==> src/rtl/pwmt_pkg.sv <==
package pwmt_pkg;

    typedef enum logic [1:0] {
        OUT_OFF    = 2'd0,
        OUT_TOGGLE = 2'd1,
        OUT_CLR_UP = 2'd2,
        OUT_SET_UP = 2'd3
    } out_mode_e;

    localparam logic [2:0] WF_PC_FULL = 3'd1;
    localparam logic [2:0] WF_PC_REG  = 3'd5;

    function automatic logic is_phase_mode(input logic [2:0] m);
        return (m == WF_PC_FULL) || (m == WF_PC_REG);
    endfunction

endpackage

==> src/rtl/pwmt_counter.sv <==
module pwmt_counter #(
    parameter int W = 8
) (
    input  logic         clk,
    input  logic         rst,
    input  logic         tick_i,
    input  logic [W-1:0] top_i,
    output logic [W-1:0] cnt_o,
    output logic         down_o,
    output logic         next_down_o,
    output logic         at_top_o,
    output logic         bottom_hit_o
);
    typedef struct packed {
        logic [W-1:0] cnt;
        logic         down;
    } cnt_state_t;

    cnt_state_t s_q, s_d, s_n;
    logic       at_top;

    always_comb begin
        s_n    = s_q;
        at_top = !s_q.down && (s_q.cnt >= top_i);
        if (!s_q.down) begin
            if (at_top) begin
                s_n.down = (top_i != '0);
                s_n.cnt  = (top_i == '0) ? '0 : s_q.cnt - W'(1);
            end else begin
                s_n.down = 1'b0;
                s_n.cnt  = s_q.cnt + W'(1);
            end
        end else begin
            if (s_q.cnt == '0) begin
                s_n.down = 1'b0;
                s_n.cnt  = (top_i != '0) ? W'(1) : '0;
            end else begin
                s_n.down = 1'b1;
                s_n.cnt  = s_q.cnt - W'(1);
            end
        end
        s_d = tick_i ? s_n : s_q;
    end

    always_ff @(posedge clk) begin
        if (rst) s_q <= '0;
        else     s_q <= s_d;
    end

    assign cnt_o        = s_q.cnt;
    assign down_o       = s_q.down;
    assign next_down_o  = s_n.down;
    assign at_top_o     = at_top;
    assign bottom_hit_o = tick_i && (s_q.cnt != '0) && (s_n.cnt == '0);

    // no tick, no movement
    p_idle_hold_r1: assert property (@(posedge clk) disable iff (rst)
        !tick_i |=> ($stable(s_q.cnt) && $stable(s_q.down)));
    // up-ramp increments by one
    p_up_step_r3: assert property (@(posedge clk) disable iff (rst)
        (tick_i && !at_top && !s_q.down) |=> (s_q.cnt == $past(s_q.cnt) + W'(1)));
    // turn around at TOP
    p_top_turn_r3: assert property (@(posedge clk) disable iff (rst)
        (tick_i && at_top && (top_i != '0)) |=> s_q.down);
    // turn around at BOTTOM
    p_bottom_turn_r3: assert property (@(posedge clk) disable iff (rst)
        (tick_i && s_q.down && (s_q.cnt == '0)) |=> !s_q.down);

endmodule

==> src/rtl/pwmt_channel.sv <==
module pwmt_channel
    import pwmt_pkg::*;
#(
    parameter int W         = 8,
    parameter bit TOGGLE_OK = 1'b0
) (
    input  logic         clk,
    input  logic         rst,
    input  logic         tick_i,
    input  logic         load_i,
    input  logic [W-1:0] cnt_i,
    input  logic         next_down_i,
    input  logic         wr_en_i,
    input  logic [W-1:0] wr_data_i,
    input  logic [1:0]   out_mode_i,
    input  logic         toggle_en_i,
    output logic [W-1:0] act_o,
    output logic         wave_o,
    output logic         match_o
);
    typedef struct packed {
        logic [W-1:0] buf_v;
        logic [W-1:0] act;
        logic         wave;
    } ch_state_t;

    ch_state_t s_q, s_d;
    out_mode_e om;
    logic      match;

    assign om = out_mode_e'(out_mode_i);

    always_comb begin
        s_d   = s_q;
        match = tick_i && (cnt_i == s_q.act);
        if (wr_en_i)         s_d.buf_v = wr_data_i;
        if (tick_i && load_i) s_d.act  = s_q.buf_v;
        if (match) begin
            unique case (om)
                OUT_CLR_UP: s_d.wave = next_down_i;
                OUT_SET_UP: s_d.wave = !next_down_i;
                OUT_TOGGLE: if (TOGGLE_OK && toggle_en_i) s_d.wave = !s_q.wave;
                default:    s_d.wave = s_q.wave;
            endcase
        end
    end

    always_ff @(posedge clk) begin
        if (rst) s_q <= '0;
        else     s_q <= s_d;
    end

    assign act_o   = s_q.act;
    assign wave_o  = s_q.wave;
    assign match_o = match;

    // non-inverting up-step match clears
    p_noninv_clear_r4: assert property (@(posedge clk) disable iff (rst)
        (tick_i && (out_mode_i == 2'd2) && (cnt_i == s_q.act) && !next_down_i) |=> !s_q.wave);
    // inverting down-step match clears
    p_inv_clear_r5: assert property (@(posedge clk) disable iff (rst)
        (tick_i && (out_mode_i == 2'd3) && (cnt_i == s_q.act) && next_down_i) |=> !s_q.wave);
    // disconnected output holds
    p_off_hold_r6: assert property (@(posedge clk) disable iff (rst)
        (out_mode_i == 2'd0) |=> $stable(s_q.wave));
    // toggle mode without permission holds
    p_no_toggle_r7: assert property (@(posedge clk) disable iff (rst)
        ((out_mode_i == 2'd1) && !(TOGGLE_OK && toggle_en_i)) |=> $stable(s_q.wave));
    // active value moves only on TOP load
    p_act_hold_r8: assert property (@(posedge clk) disable iff (rst)
        !(tick_i && load_i) |=> $stable(s_q.act));

endmodule

==> src/rtl/pwmt_flags.sv <==
module pwmt_flags #(
    parameter int N = 3
) (
    input  logic         clk,
    input  logic         rst,
    input  logic [N-1:0] set_i,
    input  logic [N-1:0] clr_i,
    output logic [N-1:0] flag_o
);
    logic [N-1:0] flag_q, flag_d;

    always_comb begin
        flag_d = (flag_q & ~clr_i) | set_i;
    end

    always_ff @(posedge clk) begin
        if (rst) flag_q <= '0;
        else     flag_q <= flag_d;
    end

    assign flag_o = flag_q;

    // a set event is visible next cycle
    p_flag_set_r10: assert property (@(posedge clk) disable iff (rst)
        (|set_i) |=> ((flag_q & $past(set_i)) == $past(set_i)));
    // write-one clears when no set competes
    p_flag_clr_r11: assert property (@(posedge clk) disable iff (rst)
        (|(clr_i & ~set_i)) |=> ((flag_q & $past(clr_i & ~set_i)) == '0));

endmodule

==> src/rtl/pwmt_timer.sv <==
module pwmt_timer
    import pwmt_pkg::*;
#(
    parameter int CNT_W = 8
) (
    input  logic             clk,
    input  logic             rst,
    input  logic             cnt_en,
    input  logic [2:0]       wf_mode,
    input  logic [1:0]       out_mode_a,
    input  logic [1:0]       out_mode_b,
    input  logic             cmp_a_we,
    input  logic             cmp_b_we,
    input  logic [CNT_W-1:0] cmp_wdata,
    input  logic [2:0]       flag_clr,
    output logic [CNT_W-1:0] count_o,
    output logic             count_down_o,
    output logic             wave_a_o,
    output logic             wave_b_o,
    output logic             ovf_flag_o,
    output logic             cmp_a_flag_o,
    output logic             cmp_b_flag_o
);
    localparam int NUM_CH = 2;
    localparam int NUM_FL = NUM_CH + 1;

    logic             tick;
    logic [CNT_W-1:0] top_val;
    logic [CNT_W-1:0] cnt;
    logic             down, next_down, at_top, bottom_hit;

    logic [CNT_W-1:0] act_v  [NUM_CH];
    logic [1:0]       mode_v [NUM_CH];
    logic [NUM_CH-1:0] we_v, wave_v, match_v;
    logic [NUM_FL-1:0] flags;

    assign tick      = cnt_en && is_phase_mode(wf_mode);
    assign top_val   = (wf_mode == WF_PC_REG) ? act_v[0] : '1;
    assign mode_v[0] = out_mode_a;
    assign mode_v[1] = out_mode_b;
    assign we_v      = {cmp_b_we, cmp_a_we};

    pwmt_counter #(.W(CNT_W)) u_cnt (
        .clk          (clk),
        .rst          (rst),
        .tick_i       (tick),
        .top_i        (top_val),
        .cnt_o        (cnt),
        .down_o       (down),
        .next_down_o  (next_down),
        .at_top_o     (at_top),
        .bottom_hit_o (bottom_hit)
    );

    for (genvar i = 0; i < NUM_CH; i++) begin : g_ch
        pwmt_channel #(.W(CNT_W), .TOGGLE_OK(i == 0)) u_ch (
            .clk         (clk),
            .rst         (rst),
            .tick_i      (tick),
            .load_i      (at_top),
            .cnt_i       (cnt),
            .next_down_i (next_down),
            .wr_en_i     (we_v[i]),
            .wr_data_i   (cmp_wdata),
            .out_mode_i  (mode_v[i]),
            .toggle_en_i (wf_mode[2]),
            .act_o       (act_v[i]),
            .wave_o      (wave_v[i]),
            .match_o     (match_v[i])
        );
    end

    pwmt_flags #(.N(NUM_FL)) u_flags (
        .clk    (clk),
        .rst    (rst),
        .set_i  ({match_v, bottom_hit}),
        .clr_i  (flag_clr),
        .flag_o (flags)
    );

    assign count_o      = cnt;
    assign count_down_o = down;
    assign wave_a_o     = wave_v[0];
    assign wave_b_o     = wave_v[1];
    assign ovf_flag_o   = flags[0];
    assign cmp_a_flag_o = flags[1];
    assign cmp_b_flag_o = flags[2];

    // full-scale TOP in mode 1
    p_full_top_r2: assert property (@(posedge clk) disable iff (rst)
        (tick && (wf_mode == WF_PC_FULL) && !down && (cnt == '1)) |=> count_down_o);

endmodule

==> config.mk <==
export PLATFORM = sky130hd
export DESIGN_NAME = pwmt_timer
export DESIGN_NICKNAME = d
export VERILOG_FILES = /design/src/rtl/pwmt_pkg.sv /design/src/rtl/pwmt_counter.sv /design/src/rtl/pwmt_channel.sv /design/src/rtl/pwmt_flags.sv /design/src/rtl/pwmt_timer.sv
export SDC_FILE = /design/constraint.sdc
export NUM_CORES = 1
export LEC_CHECK = 0
export ABC_AREA = 1
export BUFFER_PORTS_ARGS = -buffer_cell sky130_fd_sc_hd__buf_2
export CORE_UTILIZATION = 60
export DETAILED_ROUTE_END_ITERATION = 16
export PLACE_DENSITY = 0.9
export SKIP_LAST_GASP = 1
export SYNTH_ARGS = -nofsm -noshare
export SYNTH_HDL_FRONTEND = slang
export SYNTH_SLANG_ARGS = --single-unit
==> constraint.sdc <==
create_clock -name clk -period 3.85 [get_ports clk]
set_input_delay 0.385 -clock clk [delete_from_list [all_inputs] [get_ports clk]]
set_output_delay 0.385 -clock clk [all_outputs]
set_load 0.03 [all_outputs]
==> results of run 1 <==
==> cell families after synthesis <==
logic type,share of synthesized area
AO/OA/AOI/OAI,0.158
adder cells (fa/ha/maj),0.0458
buffers and inverters,0.104
AND/OR/NAND/NOR,0.313
XOR/XNOR,0.0416
flip-flops,0.337
==> layout by cell type (no fill, tap or decap), drive strengths merged, types with 2 or more instances in the layout <==
cell,count
ha,10
nand3,19
nand3b,2
nor4,4
nor3,2
clkinv,5
dfxtp,46
inv,51
nand2,86
xor2,13
nor2,72
clkbuf,5
o211ai,6
o21ai,39
nand4,5
a21oi,29
a31oi,2
buf,37
==> cell type report <==
cell class / count / area share
inverters: 53 / 0.0674
well taps: 52 / 0.0218
flip-flops and latches: 46 / 0.308
multi-input cells: 293 / 0.511
repair buffers: 37 / 0.0628
clock buffers: 5 / 0.0230
clock inverters: 3 / 0.00628
==> sequential cells by signal, summed over array words and instances (netlist names) <==
register          count
g_ch.u_ch.s_q        16
u_flags.flag_o        3
u_cnt.down_o          1
g_ch.u_ch.act_o      16
u_cnt.cnt_o           8
g_ch.u_ch.wave_o      2
==> worst max path at each step <==
| stage | slack [ps] | cells after the start | endpoint |
|---|---|---|---|
| 6_report | 1430 | 16 | u_flags.flag_o[0] |
| 2_1_floorplan | 1660 | 13 | g_ch[1].u_ch.wave_o |
| 3_3_place_gp | 1520 | 18 | u_flags.flag_o[0] |
| 3_5_place_dp | 1410 | 18 | u_flags.flag_o[0] |
| 4_1_cts | 1460 | 12 | g_ch[1].u_ch.act_o[2] |
| 5_1_grt | 1210 | 12 | g_ch[1].u_ch.act_o[2] |
==> routing by layer <==
| metal | global-route usage | up-vias | share of wire |
|---|---|---|---|
| li1 | - | 1361 | - |
| met1 | 0.319 | 1175 | 0.43 |
| met2 | 0.462 | 85 | 0.49 |
| met3 | 0.0567 | 22 | 0.045 |
| met4 | 0.170 | 0 | 0.039 |
| met5 | 0 | - | 0 |
==> per-stage QoR <==
| stage | util | cell area, um2 |
|---|---|---|
| finish | 0.687 | 2990 |
| global route | 0.687 | 2990 |
| CTS | 0.687 | 2990 |
| detailed placement | 0.667 | 2900 |
| global placement | 0.667 | 2900 |
| floorplan | - | 2730 |
==> worst min-delay path: stages <==
cell and delay (ps):
buf_2 70, inv_1 30, nand2_1 60, a21oi_2 50
==> where the power goes <==
group | leakage [nW] | total [mW] | switching (mW) | internal, mW
Clock | 0.0483 | 0.289 | 0.162 | 0.128
Sequential | 0.376 | 0.514 | 0.0208 | 0.494
Combinational | 1.07 | 0.172 | 0.111 | 0.0616
==> flow_summary_export.csv, run 1 <==
group,metric,value,unit
global_route,groute.usage.overall,0.275,
layout,nFillCells,382,
global_route,grt_pass1_wl,10.6,mm
floorplan,die_h,69.5,um
run_status,status,"finished, final reports clean",
critical_path,worstReg2RegEnd,"u_flags.flag_o[0]",
worst_hold_path,min_from,"flag_clr[0]",
routing,wire_per_inst,12.8,um
placement,place.gp.congestion,0.941,
placement,placed_cells,481,
layout,diodes,0,
floorplan,fp.dieW,69.5,um
critical_path,cp_data_required_time,4100,ps
yosys,synth_area_per_cell,6.75,um2
global_route,overflow,0,
timing,setup_tns,0,ps
clock_tree,cts_setup_buffers,0,
worst_hold_path,min_to,"u_flags.flag_o[0]",
timing,finalSetupViolations,0,
yosys,synth_edf_count,0,
layout,drive_gt1_frac,0.153,
floorplan,rows,24,
timing,rsz0062_at_grt,"no",
yosys,ys_warn_count,0,
yosys,synth_seq_cells,46,
layout,area_growth,9.38,%
routing,via_per_inst,5.40,
yosys,netlist_instances,405,
critical_path,path_delay_family,"simple AND/OR/NAND/NOR gates",
placement,dp_slack,1410,ps
worst_hold_path,worstHoldPathCells,4,
timing,min_period,2420,ps
global_route,grt_max_degree,41,
timing,clock_skew,18.4,ps
yosys,synth.area.top_cells,"dfxtp_1, nand2_1, nor2_1",
global_route,grt_antenna_before_repair,0,
floorplan,start_util,0.628,
routing,firstDrtPassIters,5,
worst_hold_path,hold_class,"in -> reg",
yosys,yosysUniqueCellTypes,34,
critical_path,critPathLaunch,"u_cnt.cnt_o[0]",
clock_tree,cts.path.max_buffers,2,
routing,vias,2643,
critical_path,path_cells,"inv_1 > ha_1 > nand2_1 > nor2_1 > nor2_1 > nand2_1 > nand2_2 > nand2_4 > nand2_1 > nand2_2 > nor2_1 > nor2_1 > nand2_1 > nor2_1 > nand2_1 > a21oi_2",
yosys,synth.most_common_cell,"nand2_1",
layout,regArea,921,um2
clock_tree,cts_resized,0,
power_and_ir_drop,p_leak,1.50,nW
timing,slew_headroom,0.398,
critical_path,endpoint_kind,"flop",
placement,numPortBuffers,36,
yosys,synth_flop_cell,"dfxtp_1",
global_route,grt_pass1_vias,2519,
clock_tree,cts_hold_buf,0,
critical_path,arrival,2670,ps
critical_path,path_class,"reg -> reg",
layout,num-nets-final,469,
timing,hold_viol_final,0,
routing,drtIter0Drc,317,
layout,finalNonFillerCells,489,
critical_path,path_buf_inv,1,
critical_path,crit_path_start_kind,"flop",
timing,slew_viol_final,0,
clock_tree,cts_made_buffers,5,
routing,route.detailed.drc,0,
power_and_ir_drop,power.total,0.976,mW
flow_run,drv_cap,0,
critical_path,slowest_stage,"dfxtp_1",
clock_tree,ctsRootBufferMaster,"clkbuf_8",
critical_path,worst_r2r_path_depth,16,
yosys,netlist_area,2730,um2
clock_tree,cts_tree,"done",
floorplan,ios,37,
yosys,seq_area_frac_synth,0.337,
timing,tightestPinTransition,902,ps
yosys,synth_top_area_share,0.337,
floorplan,die_area,4830,um2
clock_tree,htreeDepth,2,
critical_path,worst-path-max-fanout,10,
yosys,synth_common_cells,"nand2_1, nor2_1, inv_1, dfxtp_1, o21ai_0",
placement,hpwl,4.74,mm
clock_tree,worstSkewPairLatency,310,ps
yosys,syn_nets,438,
power_and_ir_drop,power.density,326,nW/um2
layout,multiInputGateArea,1530,um2
critical_path,r2r_start,"u_cnt.cnt_o[0]",
clock_tree,clk_pin_slew_worst_paths,90,ps
timing,final.period_utilization,0.628,
yosys,synth_top_area_cell,"dfxtp_1",
routing,antenna_left,0,
yosys,async_flop_share,0,
timing,setup_ws,1430,ps
timing,holdWs,326,ps
critical_path,slowest_delay,540,ps
floorplan,coreArea,4350,um2
timing,fmax,414,MHz
routing,routed_wl,6.27,mm
clock_tree,cts.sink_count,46,
critical_path,r2r_setup_slack,1430,ps
power_and_ir_drop,irDropWorstVdd,0.238,mV
No activity file was read; power rests on OpenSTA's default activity.
==> inputs of run 2 (changes only) <==
- CORE_UTILIZATION: 60 -> 52
- PLACE_DENSITY: 0.9 -> 0.83
- clock period: 3.85 -> 2 ns (I/O delays scaled with it)
==> flow_summary_export.csv, run 2 (synthesized netlist as in run 1, its figures left out) <==
group,metric,value,unit
routing,dr.max_layer_used,"met4",
power_and_ir_drop,power.density,568,nW/um2
timing,min_period,2080,ps
floorplan,fp.dieW,74.5,um
global_route,grt_antenna_before_repair,0,
layout,diodes,0,
layout,area_growth,24.5,%
routing,antenna_left,0,
floorplan,ios,37,
timing,final.period_utilization,1.04,
clock_tree,cts_tree,"done",
placement,placed_cells,527,
worst_hold_path,hold_class,"in -> reg",
placement,place.gp.congestion,0.901,
routing,via_per_inst,5.25,
critical_path,worstReg2RegEnd,"g_ch[1].u_ch.wave_o",
power_and_ir_drop,irDropWorstVdd,0.472,mV
routing,wl_met3,285,um
power_and_ir_drop,p_leak,1.72,nW
worst_hold_path,min_from,"flag_clr[1]",
timing,slew_headroom,0.659,
timing,clock_skew,7.04,ps
floorplan,start_util,0.539,
critical_path,r2r_setup_slack,-80,ps
layout,final_common_cell,"nand2_1",
flow_run,drv_cap,0,
layout,final_area,3400,um2
global_route,grt_max_degree,33,
timing,setup_ws,-81.1,ps
clock_tree,cts_hold_buf,0,
critical_path,endpoint_kind,"flop",
clock_tree,ctsRootBufferMaster,"clkbuf_8",
routing,wl_met2,3.60,mm
timing,setup_tns,-216,ps
global_route,grt_pass1_wl,11.1,mm
layout,drive_gt1_frac,0.260,
critical_path,crit_path_start_kind,"flop",
clock_tree,cts_made_buffers,5,
critical_path,slowest_stage,"dfxtp_4",
routing,route.detailed.drc,0,
routing,wl_met1,3.15,mm
clock_tree,htreeDepth,2,
run_status,status,"complete, but fails checks",
floorplan,coreArea,5070,um2
timing,fmax,481,MHz
worst_hold_path,min_to,"u_flags.flag_o[1]",
critical_path,worst_r2r_path_depth,14,
clock_tree,clk_pin_slew_worst_paths,90,ps
timing,hold_viol_final,0,
critical_path,path_class,"reg -> reg",
routing,routed_wl,7.16,mm
clock_tree,cts.path.max_buffers,2,
routing,wire_per_inst,13.3,um
floorplan,die_area,5550,um2
run_status,violations,"setup timing",
layout,final_cell_mix,"nand2_1, nor2_1, inv_1",
placement,hpwl,5.20,mm
placement,dp_slack,-188,ps
layout,finalNonFillerCells,540,
routing,firstDrtPassIters,4,
timing,slew_viol_final,0,
critical_path,cp_data_required_time,2200,ps
clock_tree,cts.sink_count,46,
critical_path,arrival,2280,ps
global_route,grt_pass1_vias,2501,
critical_path,r2r_start,"u_cnt.cnt_o[0]",
layout,num-nets-final,503,
routing,vias,2835,
critical_path,worst-path-max-fanout,6,
critical_path,path_buf_inv,2,
critical_path,slowest_delay,370,ps
critical_path,path_delay_family,"simple AND/OR/NAND/NOR gates",
floorplan,rows,26,
timing,tightestPinTransition,512,ps
floorplan,die_h,74.5,um
timing,finalSetupViolations,4,
placement,dpl-instance-area,3160,um2
routing,drtIter0Drc,253,
placement,numPortBuffers,36,
clock_tree,worstSkewPairLatency,300,ps
worst_hold_path,worstHoldPathCells,4,
global_route,groute.usage.overall,0.266,
timing,rsz0062_at_grt,"yes",
global_route,overflow,0,
critical_path,path_cells,"clkinvlp_4 > ha_1 > nand2_1 > nor2_1 > nor2_1 > nand2_1 > nand2_4 > nand2_8 > buf_6 > nand3_4 > nand2_4 > or2_2 > nand3b_1 > a21oi_1",
run 2: worst register-to-register path, cell delays in order (launching register included):
cell	delay (ps)
dfxtp_4	370
clkinvlp_4	120
ha_1	310
nand2_1	60
nor2_1	40
nor2_1	80
nand2_1	90
nand2_4	130
nand2_8	90
buf_6	140
nand3_4	70
nand2_4	70
or2_2	270
nand3b_1	80
a21oi_1	70
run 2: layout make-up:
class | instances | area [um2]
fill | 469 | 1670
inverter | 53 | 205
sequential | 46 | 931
timing repair buffer | 71 | 482
tap | 70 | 87.6
multi-input combinational | 293 | 1620
clock inverter | 2 | 13.8
clock buffer | 5 | 68.8
run 2: timing repair:
action | in CTS | in global routing
setup endpoints to repair | 1 | 27
buffers inserted | 0 | 7
resized for setup | 1 | 40
pin swaps | 0 | 10
run 2: worst max-delay path by stage:
stage | slack, ps | endpoint | startpoint | cells after the start
CTS | 3 | u_flags.flag_o[0] | g_ch[0].u_ch.act_o[0] | 17
global placement | -110 | u_flags.flag_o[0] | wf_mode[1] | 15
floorplan | 60 | g_ch[1].u_ch.wave_o | u_cnt.cnt_o[2] | 12
detailed placement | -190 | u_flags.flag_o[0] | wf_mode[1] | 18
finish | -80 | g_ch[1].u_ch.wave_o | u_cnt.cnt_o[0] | 14
global route | -240 | u_flags.flag_o[0] | u_cnt.cnt_o[0] | 16
run 2: layer usage:
metal | up-vias | track usage
li1 | 1434 | -
met1 | 1299 | 0.341
met2 | 89 | 0.460
met3 | 13 | 0.0420
met4 | 0 | 0.0797
met5 | - | 0
run 2: per-stage QoR:
stage / hold WS [ps] / util / power, mW
global placement: 446 / 0.622 / 1.36
detailed placement: 446 / 0.622 / 1.37
floorplan: 262 / - / 1.25
CTS: 132 / 0.639 / 1.92
finish: 136 / 0.671 / 1.93
global route: 146 / 0.671 / 2.04
run 2: power breakdown:
part	switching [mW]	internal, mW	total, mW
combinational	0.256	0.151	0.407
clock	0.318	0.240	0.558
sequential	0.0201	0.950	0.970
==> inputs of run 3 (changes only) <==
- ABC_AREA: 1 -> not set
- SKIP_LAST_GASP: 1 -> not set
==> flow_summary_export.csv, run 3 <==
group,metric,value,unit
critical_path,crit_path_start_kind,"flop",
critical_path,slowest_stage,"a2111o_1",
routing,wire_per_inst,16.3,um
floorplan,ios,37,
clock_tree,cts_tree,"done",
yosys,netlist_instances,336,
layout,finalNonFillerCells,480,
timing,setup_ws,-555,ps
clock_tree,cts_hold_buf,0,
critical_path,cp_data_required_time,2230,ps
global_route,grt_max_degree,27,
yosys,synth.area.top_cells,"dfxtp_1, mux2i_1, a21oi_1",
flow_run,drv_cap,0,
floorplan,start_util,0.537,
yosys,yosysUniqueCellTypes,50,
clock_tree,worstSkewPairLatency,310,ps
power_and_ir_drop,power.total,1.88,mW
run_status,status,"complete, but fails checks",
yosys,synth_top_area_cell,"dfxtp_1",
global_route,overflow,0,
yosys,ys_warn_count,0,
routing,firstDrtPassIters,4,
floorplan,die_h,74.6,um
critical_path,worst-path-max-fanout,12,
yosys,synth_common_cells,"dfxtp_1, nor2_1, a21oi_1, nand2_1, nand3_1",
placement,numPortBuffers,36,
routing,vias,2758,
layout,final_cell_mix,"buf_4, dfxtp_1, nor2_1",
yosys,synth.most_common_cell,"dfxtp_1",
yosys,synth_flop_cell,"dfxtp_1",
timing,finalSetupViolations,28,
floorplan,coreArea,5110,um2
yosys,seq_area_frac_synth,0.336,
clock_tree,clk_pin_slew_worst_paths,100,ps
layout,num-nets-final,442,
clock_tree,cts_made_buffers,5,
global_route,groute.usage.overall,0.297,
critical_path,path_class,"reg -> reg",
global_route,grt_pass1_vias,2688,
routing,route.detailed.drc,0,
placement,place.gp.congestion,0.993,
global_route,grt_pass1_wl,12.4,mm
clock_tree,htreeDepth,2,
critical_path,path_buf_inv,0,
floorplan,rows,26,
yosys,async_flop_share,0,
floorplan,fp.dieW,74.6,um
global_route,grt_antenna_before_repair,0,
run_status,violations,"setup timing",
placement,placed_cells,469,
layout,drive_gt1_frac,0.344,
routing,routed_wl,7.82,mm
timing,tightestPinTransition,457,ps
timing,final.period_utilization,1.28,
clock_tree,cts.path.max_buffers,2,
timing,setup_tns,-9110,ps
critical_path,path_cells,"or2_4 > ha_4 > nand2b_4 > a2111o_1 > a21o_4 > mux2i_1 > a211oi_2 > a2111o_1 > o31ai_2",
routing,antenna_left,0,
layout,nFillCells,409,
layout,diodes,0,
placement,dpl-instance-area,3310,um2
critical_path,arrival,2790,ps
critical_path,slowest_delay,400,ps
worst_hold_path,hold_class,"in -> reg",
timing,slew_headroom,0.696,
power_and_ir_drop,p_leak,1.61,nW
critical_path,crit_path_frequent_cell,"a2111o_1",
layout,final_common_cell,"buf_4",
yosys,synth_seq_cells,46,
placement,hpwl,5.86,mm
yosys,netlist_area,2740,um2
clock_tree,cts.sink_count,46,
critical_path,endpoint_kind,"flop",
power_and_ir_drop,power.density,531,nW/um2
timing,holdWs,149,ps
timing,rsz0062_at_grt,"yes",
power_and_ir_drop,irDropWorstVdd,0.496,mV
clock_tree,ctsRootBufferMaster,"clkbuf_8",
timing,hold_viol_final,0,
yosys,synth_area_per_cell,8.16,um2
routing,drtIter0Drc,151,
layout,final_area,3540,um2
layout,area_growth,29.3,%
floorplan,die_area,5570,um2
timing,slew_viol_final,0,
timing,clock_skew,14.5,ps
timing,min_period,2550,ps
yosys,syn_nets,369,
timing,fmax,391,MHz
yosys,synth_top_area_share,0.336,
routing,via_per_inst,5.75,
yosys,synth_edf_count,0,
critical_path,path_delay_family,"compound AO/OA/AOI/OAI gates",
run 3: where the power goes:
group | internal, mW | switching [mW]
sequential | 0.941 | 0.0171
combinational | 0.140 | 0.173
clock | 0.262 | 0.349
total | 1.34 | 0.539
run 3: through the flow:
stage / utilization / setup WS [ps]
after floorplan: - / -734
after global placement: 0.647 / -718
after detailed placement: 0.647 / -840
after CTS: 0.680 / -557
after global routing: 0.694 / -648
final: 0.694 / -555
run 3: final timing paths:
check	startpoint	end	slack [ps]	cells after the start
worst max-delay path	g_ch[0].u_ch.act_o[0]	u_flags.flag_o[0]	-550	9
worst min-delay path	cmp_wdata[7]	g_ch[1].u_ch.s_q[16]	150	3
worst max register to register	g_ch[0].u_ch.act_o[0]	u_flags.flag_o[0]	-550	9
worst min register to register	g_ch[0].u_ch.s_q[10]	g_ch[0].u_ch.act_o[1]	480	2
run 3: area by class of cell:
cell class                      instances  area [um2]  area share
Multi-Input combinational cell        255        1780       0.502
Clock inverter                          3        28.8     0.00812
Clock buffer                            5        68.8      0.0194
Sequential cell                        46         925       0.261
Timing Repair Buffer                   92         621       0.175
Tap cell                               70        87.6      0.0247
Inverter                                9        33.8     0.00953
run 3: tightest hold or removal path, delay by kind of cell:
family                 cells  cell delay, ps
buffers and inverters      1              90
and+or+nand+nor            1              70
muxes                      1              60
run 3: kinds of logic (layout without fill, tap and decap cells):
logic type               after synthesis  in the layout  share of synthesized area
AND/OR/NAND/NOR                      129            129                      0.225
AO/OA/AOI/OAI                         75             75                      0.182
flip-flops                            46             46                      0.336
buffers and inverters                 35            109                     0.0698
multiplexers                          22             22                     0.0808
XOR/XNOR                              19             19                     0.0607
adder cells (fa/ha/maj)               10             10                     0.0456
run 3: timing repair:
item,CTS,global route
setup endpoints to repair,28,28
buffers inserted,2,1
gates resized for setup,12,15
hold endpoints to repair,0,0
pin swaps,6,4
run 3: per-layer routing:
layer / GRT usage / vias up / share of wire / wire, um
met2: 0.517 / 78 / 0.50 / 3940
met4: 0.187 / 0 / 0.049 / 385
li1: - / 1347 / - / -
met5: 0 / - / 0 / 0
met1: 0.343 / 1298 / 0.40 / 3150
met3: 0.0393 / 35 / 0.044 / 343
